[config.mk]
export PLATFORM = sky130hd
export DESIGN_NAME = fu_fault_monitor
export DESIGN_NICKNAME = d
export VERILOG_FILES = /design/src/rtl/fuf_pkg.sv /design/src/rtl/fuf_slot.sv /design/src/rtl/fuf_rise_detect.sv /design/src/rtl/fu_fault_monitor.sv
export SDC_FILE = /design/constraint.sdc
export NUM_CORES = 1
export LEC_CHECK = 0
export CAP_MARGIN = 20
export CORE_ASPECT_RATIO = 1.75
export CORE_UTILIZATION = 29
export DETAILED_ROUTE_END_ITERATION = 10
export GPL_ROUTABILITY_DRIVEN = 0
export GPL_TIMING_DRIVEN = 0
export PLACE_DENSITY_LB_ADDON = 0.15
export SLEW_MARGIN = 0
export SYNTH_ARGS = -nofsm -noshare
export SYNTH_HDL_FRONTEND = slang
export SYNTH_SLANG_ARGS = --single-unit
[constraint.sdc]
create_clock -name clk -period 1.5 [get_ports clk]
set_clock_uncertainty 0.2 [all_clocks]
set_input_delay 0.15 -clock clk [delete_from_list [all_inputs] [get_ports clk]]
set_output_delay 0.15 -clock clk [all_outputs]
set_load 0.1 [all_outputs]
[src/rtl/fuf_pkg.sv]
package fuf_pkg;

    localparam int unsigned COMP_W = 9;

    typedef enum logic [3:0] {
        CMP_SEL   = 4'd0,
        CMP_ADD   = 4'd1,
        CMP_ANDX  = 4'd2,
        CMP_ORX   = 4'd3,
        CMP_SUB   = 4'd4,
        CMP_MUL   = 4'd5,
        CMP_SHR   = 4'd6,
        CMP_SAR   = 4'd7,
        CMP_SHL   = 4'd8
    } comp_id_e;

    function automatic logic [COMP_W-1:0] comp_bit(comp_id_e c);
        logic [COMP_W-1:0] m;
        m = '0;
        m[c] = 1'b1;
        return m;
    endfunction

    // Components physically present in a unit of the given kind.
    function automatic logic [COMP_W-1:0] present_mask(bit is_complex);
        logic [COMP_W-1:0] m;
        m = '1;
        if (!is_complex) m[CMP_MUL] = 1'b0;
        return m;
    endfunction

endpackage

[src/rtl/fuf_slot.sv]
module fuf_slot
    import fuf_pkg::*;
#(
    parameter bit IS_COMPLEX = 1'b1
) (
    input  logic              clk,
    input  logic              rst_n,
    input  logic [COMP_W-1:0] sense_i,
    input  logic              valid_i,
    input  logic [COMP_W-1:0] need_i,
    output logic [COMP_W-1:0] status_o,
    output logic              squash_o
);

    localparam logic [COMP_W-1:0] PRESENT = present_mask(IS_COMPLEX);
    localparam logic [COMP_W-1:0] SEL_BIT = comp_bit(CMP_SEL);

    logic [COMP_W-1:0] need_full;

    always_comb begin
        status_o  = sense_i & PRESENT;
        need_full = need_i | SEL_BIT;
        squash_o  = valid_i && (|(need_full & status_o));
    end

    assert_squash_needs_valid_R7: assert property (
        @(posedge clk) disable iff (!rst_n) squash_o |-> valid_i);

    assert_sel_fault_squash_R6: assert property (
        @(posedge clk) disable iff (!rst_n) (valid_i && sense_i[CMP_SEL]) |-> squash_o);

    generate
        if (!IS_COMPLEX) begin : g_simple
            assert_no_mul_status_R8: assert property (
                @(posedge clk) disable iff (!rst_n) !status_o[CMP_MUL]);
        end
    endgenerate

endmodule

[src/rtl/fuf_rise_detect.sv]
module fuf_rise_detect #(
    parameter int unsigned W = 36
) (
    input  logic         clk,
    input  logic         rst_n,
    input  logic [W-1:0] cur_i,
    output logic         rise_o
);

    typedef struct packed {
        logic [W-1:0] prev;
    } state_t;

    state_t st_d, st_q;

    always_comb begin
        st_d      = st_q;
        st_d.prev = cur_i;
        rise_o    = |(cur_i & ~st_q.prev);
    end

    always_ff @(posedge clk or negedge rst_n) begin
        if (!rst_n) st_q <= '0;
        else        st_q <= st_d;
    end

    logic armed_q;
    always_ff @(posedge clk or negedge rst_n) begin
        if (!rst_n) armed_q <= 1'b0;
        else        armed_q <= 1'b1;
    end

    assert_rise_reported_R2: assert property (
        @(posedge clk) disable iff (!rst_n)
        (armed_q && (|(cur_i & ~$past(cur_i)))) |-> rise_o);

    assert_steady_no_rise_R4: assert property (
        @(posedge clk) disable iff (!rst_n)
        (armed_q && $stable(cur_i)) |-> !rise_o);

endmodule

[src/rtl/fu_fault_monitor.sv]
module fu_fault_monitor
    import fuf_pkg::*;
#(
    parameter int unsigned          NUM_ISSUE     = 4,
    parameter logic [NUM_ISSUE-1:0] ISSUE_COMPLEX = 4'b0011
) (
    input  logic                          clk,
    input  logic                          rst_n,
    input  logic [NUM_ISSUE*COMP_W-1:0]   sense_i,
    input  logic [NUM_ISSUE-1:0]          ex_valid_i,
    input  logic [NUM_ISSUE*COMP_W-1:0]   ex_need_i,
    output logic [NUM_ISSUE*COMP_W-1:0]   status_o,
    output logic                          new_fault_o,
    output logic [NUM_ISSUE-1:0]          squash_o
);

    localparam int unsigned VEC_W = NUM_ISSUE * COMP_W;

    logic [VEC_W-1:0] status_w;

    generate
        for (genvar i = 0; i < NUM_ISSUE; i++) begin : g_issue
            fuf_slot #(
                .IS_COMPLEX (ISSUE_COMPLEX[i])
            ) u_slot (
                .clk      (clk),
                .rst_n    (rst_n),
                .sense_i  (sense_i[i*COMP_W +: COMP_W]),
                .valid_i  (ex_valid_i[i]),
                .need_i   (ex_need_i[i*COMP_W +: COMP_W]),
                .status_o (status_w[i*COMP_W +: COMP_W]),
                .squash_o (squash_o[i])
            );

            assert_squash_has_fault_R5: assert property (
                @(posedge clk) disable iff (!rst_n)
                squash_o[i] |-> (|status_o[i*COMP_W +: COMP_W]));
        end
    endgenerate

    fuf_rise_detect #(
        .W (VEC_W)
    ) u_rise (
        .clk    (clk),
        .rst_n  (rst_n),
        .cur_i  (status_w),
        .rise_o (new_fault_o)
    );

    assign status_o = status_w;

endmodule

==> flow_summary.yaml <==
layout:
  largest_register_ffs: 34
  fill_cells: 483
  reg_top3: "u_rise.st_q x34"
  area_growth_syn_to_layout_pct: 104.1
  diodes: 0
  layout_commonest_cell: "buf_4"
  final_cell_area_um2: 3258
  drive_above_1_share: 0.4020
  max_flop_register: "u_rise.st_q"
  final_cell_mix: "buf_4 (50), dfrtp_1 (34), dlygate4sd3_1 (31)"
  nets: 373
place:
  hpwl_um: 3450
  io_buffers: 108
  placed_area_um2: 2769
setup_path:
  cp.required_ps: 1150
  crit_type: "flop to output pin"
  endpoint_kind: "output pin"
  crit_arrival_ps: 1480
  path_max_fanout: 1
  start_kind: "flop"
drt:
  met1_length_um: 1652
  postRouteAntennaNets: 0
  drc: 0
  via_count: 1550
  routed.top_layer: "met4"
  wl_met2_um: 2757
  first_iter_violations: 26
  wire_per_inst_um: 12.70
  dr_wl_met3_um: 221
  wirelength_um: 4699
  avgViaCountPerCell: 4.189
  drt_first_pass_iters: 4
yosys:
  yosysTopAreaCellShare: 0.5329
  syn_inst: 150
  synth-simple-area-share: 0.06270
  synth_compound_area_frac: 0.1528
  synth.distinct_cells: 17
  yosysWarnings: 0
  yosysSeqAreaShare: 0.5329
  syn_avg_cell_area_um2: 10.64
  synth_top_cell_by_area: "dfrtp_1"
  ys_seq_elements: 34
  netlist_area_um2: 1597
  muxShareOfSynthArea: 0
  synth_area_leaders: "dfrtp_1 (53%), buf_4 (19%), inv_1 (6.1%)"
  synthAdderAreaFrac: 0
  synth_top_family_by_area: "buffers and inverters"
  synth-xor-area-share: 0
sta:
  fin_crit_ps: 1834
  relSlewSlack: 0.5083
  drv_slew: 0
  rsz0062_at_grt: "true"
  min_period_over_period: 1.223
  hold_viol_final: 1
  worst_pin_slew_ps: 737.6
  max_freq_mhz: 545.3
  setup_violations: 1
  finalWorstSetupSlack_ps: -333.9
  holdWs_ps: -4.466
global_route:
  antenna_found_initial: 0
  grt_pass1_vias: 1522
  grtUsageTotal: 0.1671
  grt_first_pass_wirelength_um: 7176
  gr-total-overflow: 0
  grt_max_degree: 35
power:
  leakage_nw: 1.764
  finalPower_mw: 2.648
  p_per_area_nw_per_um2: 812.8
  vdd_drop_max_uv: 639.8
clock_tree:
  clockRootBuffer: "clkbuf_8"
  cts_sinks: 34
  cts_made_buffers: 5
  cts.path.max_buffers: 2
  clkTransAtPathRegs_ps: 60
  cts_tree: "yes"
  htreeDepth: 2
die:
  dieArea_um2: 5818
  num_rows: 35
  ios: 119
  core_um2: 5299
  die_w_um: 58.09
  start_util: 0.3013
  die_y_um: 100.2
hold_path:
  hold_end: "u_rise.st_q[19]"
  hold_class: "primary input to flop"
  hold_path_depth: 1
  hp-start: "sense_i[19]"
status:
  outcome: "finished, violations left"
  violations: "hold timing, setup timing"
job:
  cap_violations: 0
-- power by group --
group          total (mW)  switching, mW  internal [mW]
combinational       0.991          0.617          0.374
sequential          0.975         0.0118          0.963
clock               0.682          0.313          0.370
total                2.65          0.942           1.71
-- Yosys cell counts --
master,instances
a21oi_1,4
a221oi_1,5
a222oi_1,2
a22o_1,4
a22oi_1,2
a31oi_1,4
buf_4,40
conb_1,1
dfrtp_1,34
inv_1,26
nand2b_1,11
nand4_1,1
nor3_1,1
nor4_1,2
o2111ai_1,4
o22ai_1,8
or2b_1,1
-- routing by layer --
layer,track usage,up-vias
met4,0.06227,0
li1,-,755
met1,0.1708,740
met5,0,-
met2,0.3165,50
met3,0.03995,5
-- how the worst max path moves through the flow --
stage,from,to,slack (ps)
final,u_rise.st_q[9],new_fault_o,-330
after global routing,u_rise.st_q[5],new_fault_o,-420
after CTS,sense_i[30],new_fault_o,-360
after detailed placement,sense_i[31],squash_o[3],-1320
after global placement,sense_i[31],squash_o[3],-1340
after floorplan,u_rise.st_q[13],new_fault_o,-520
-- final cells by class --
type | instances | area [um2] | area share
clock buffer | 7 | 86.33 | 0.02650
buffer | 37 | 277.8 | 0.08525
clock inverter | 1 | 5.005 | 0.001536
tap | 74 | 92.59 | 0.02842
multi-input combinational | 51 | 444.2 | 0.1363
inverter | 26 | 97.59 | 0.02995
sequential | 34 | 850.8 | 0.2611
timing repair buffer | 140 | 1404 | 0.4309
-- stage by stage --
| step | cells | util | setup WS [ps] | TNS (ps) |
|---|---|---|---|---|
| after CTS | 355 | 0.5698 | -363.3 | -882.9 |
| after global placement | 333 | 0.5235 | -1337 | -52810 |
| final | 370 | 0.6149 | -333.9 | -333.9 |
| after floorplan | 151 | - | -522.5 | -522.5 |
| after global routing | 370 | 0.6149 | -420.9 | -536.5 |
| after detailed placement | 333 | 0.5226 | -1319 | -33110 |
-- logic make-up after synthesis --
family	count (synthesis)
other	1
AOI/OAI and AO/OA	33
buffers and inverters	66
and+or+nand+nor	16
DFF	34
-- critical path, cell delays in order (launching register included) --
cell and delay [ps]:
dfrtp_1 320, nand2b_4 110, o2111ai_2 120, nor4_1 270, nand4_1 170, buf_12 210
-- what timing repair did --
| item | CTS | global route |
|---|---|---|
| gates resized for setup | 248 | 67 |
| pin swaps | 10 | 15 |
| buffers inserted | 0 | 1 |
| endpoints found under the setup margin | 39 | 12 |
| hold buffers | 16 | 15 |
| endpoints found under the hold margin | 49 | 15 |
Power figures use the tool's default switching activity.
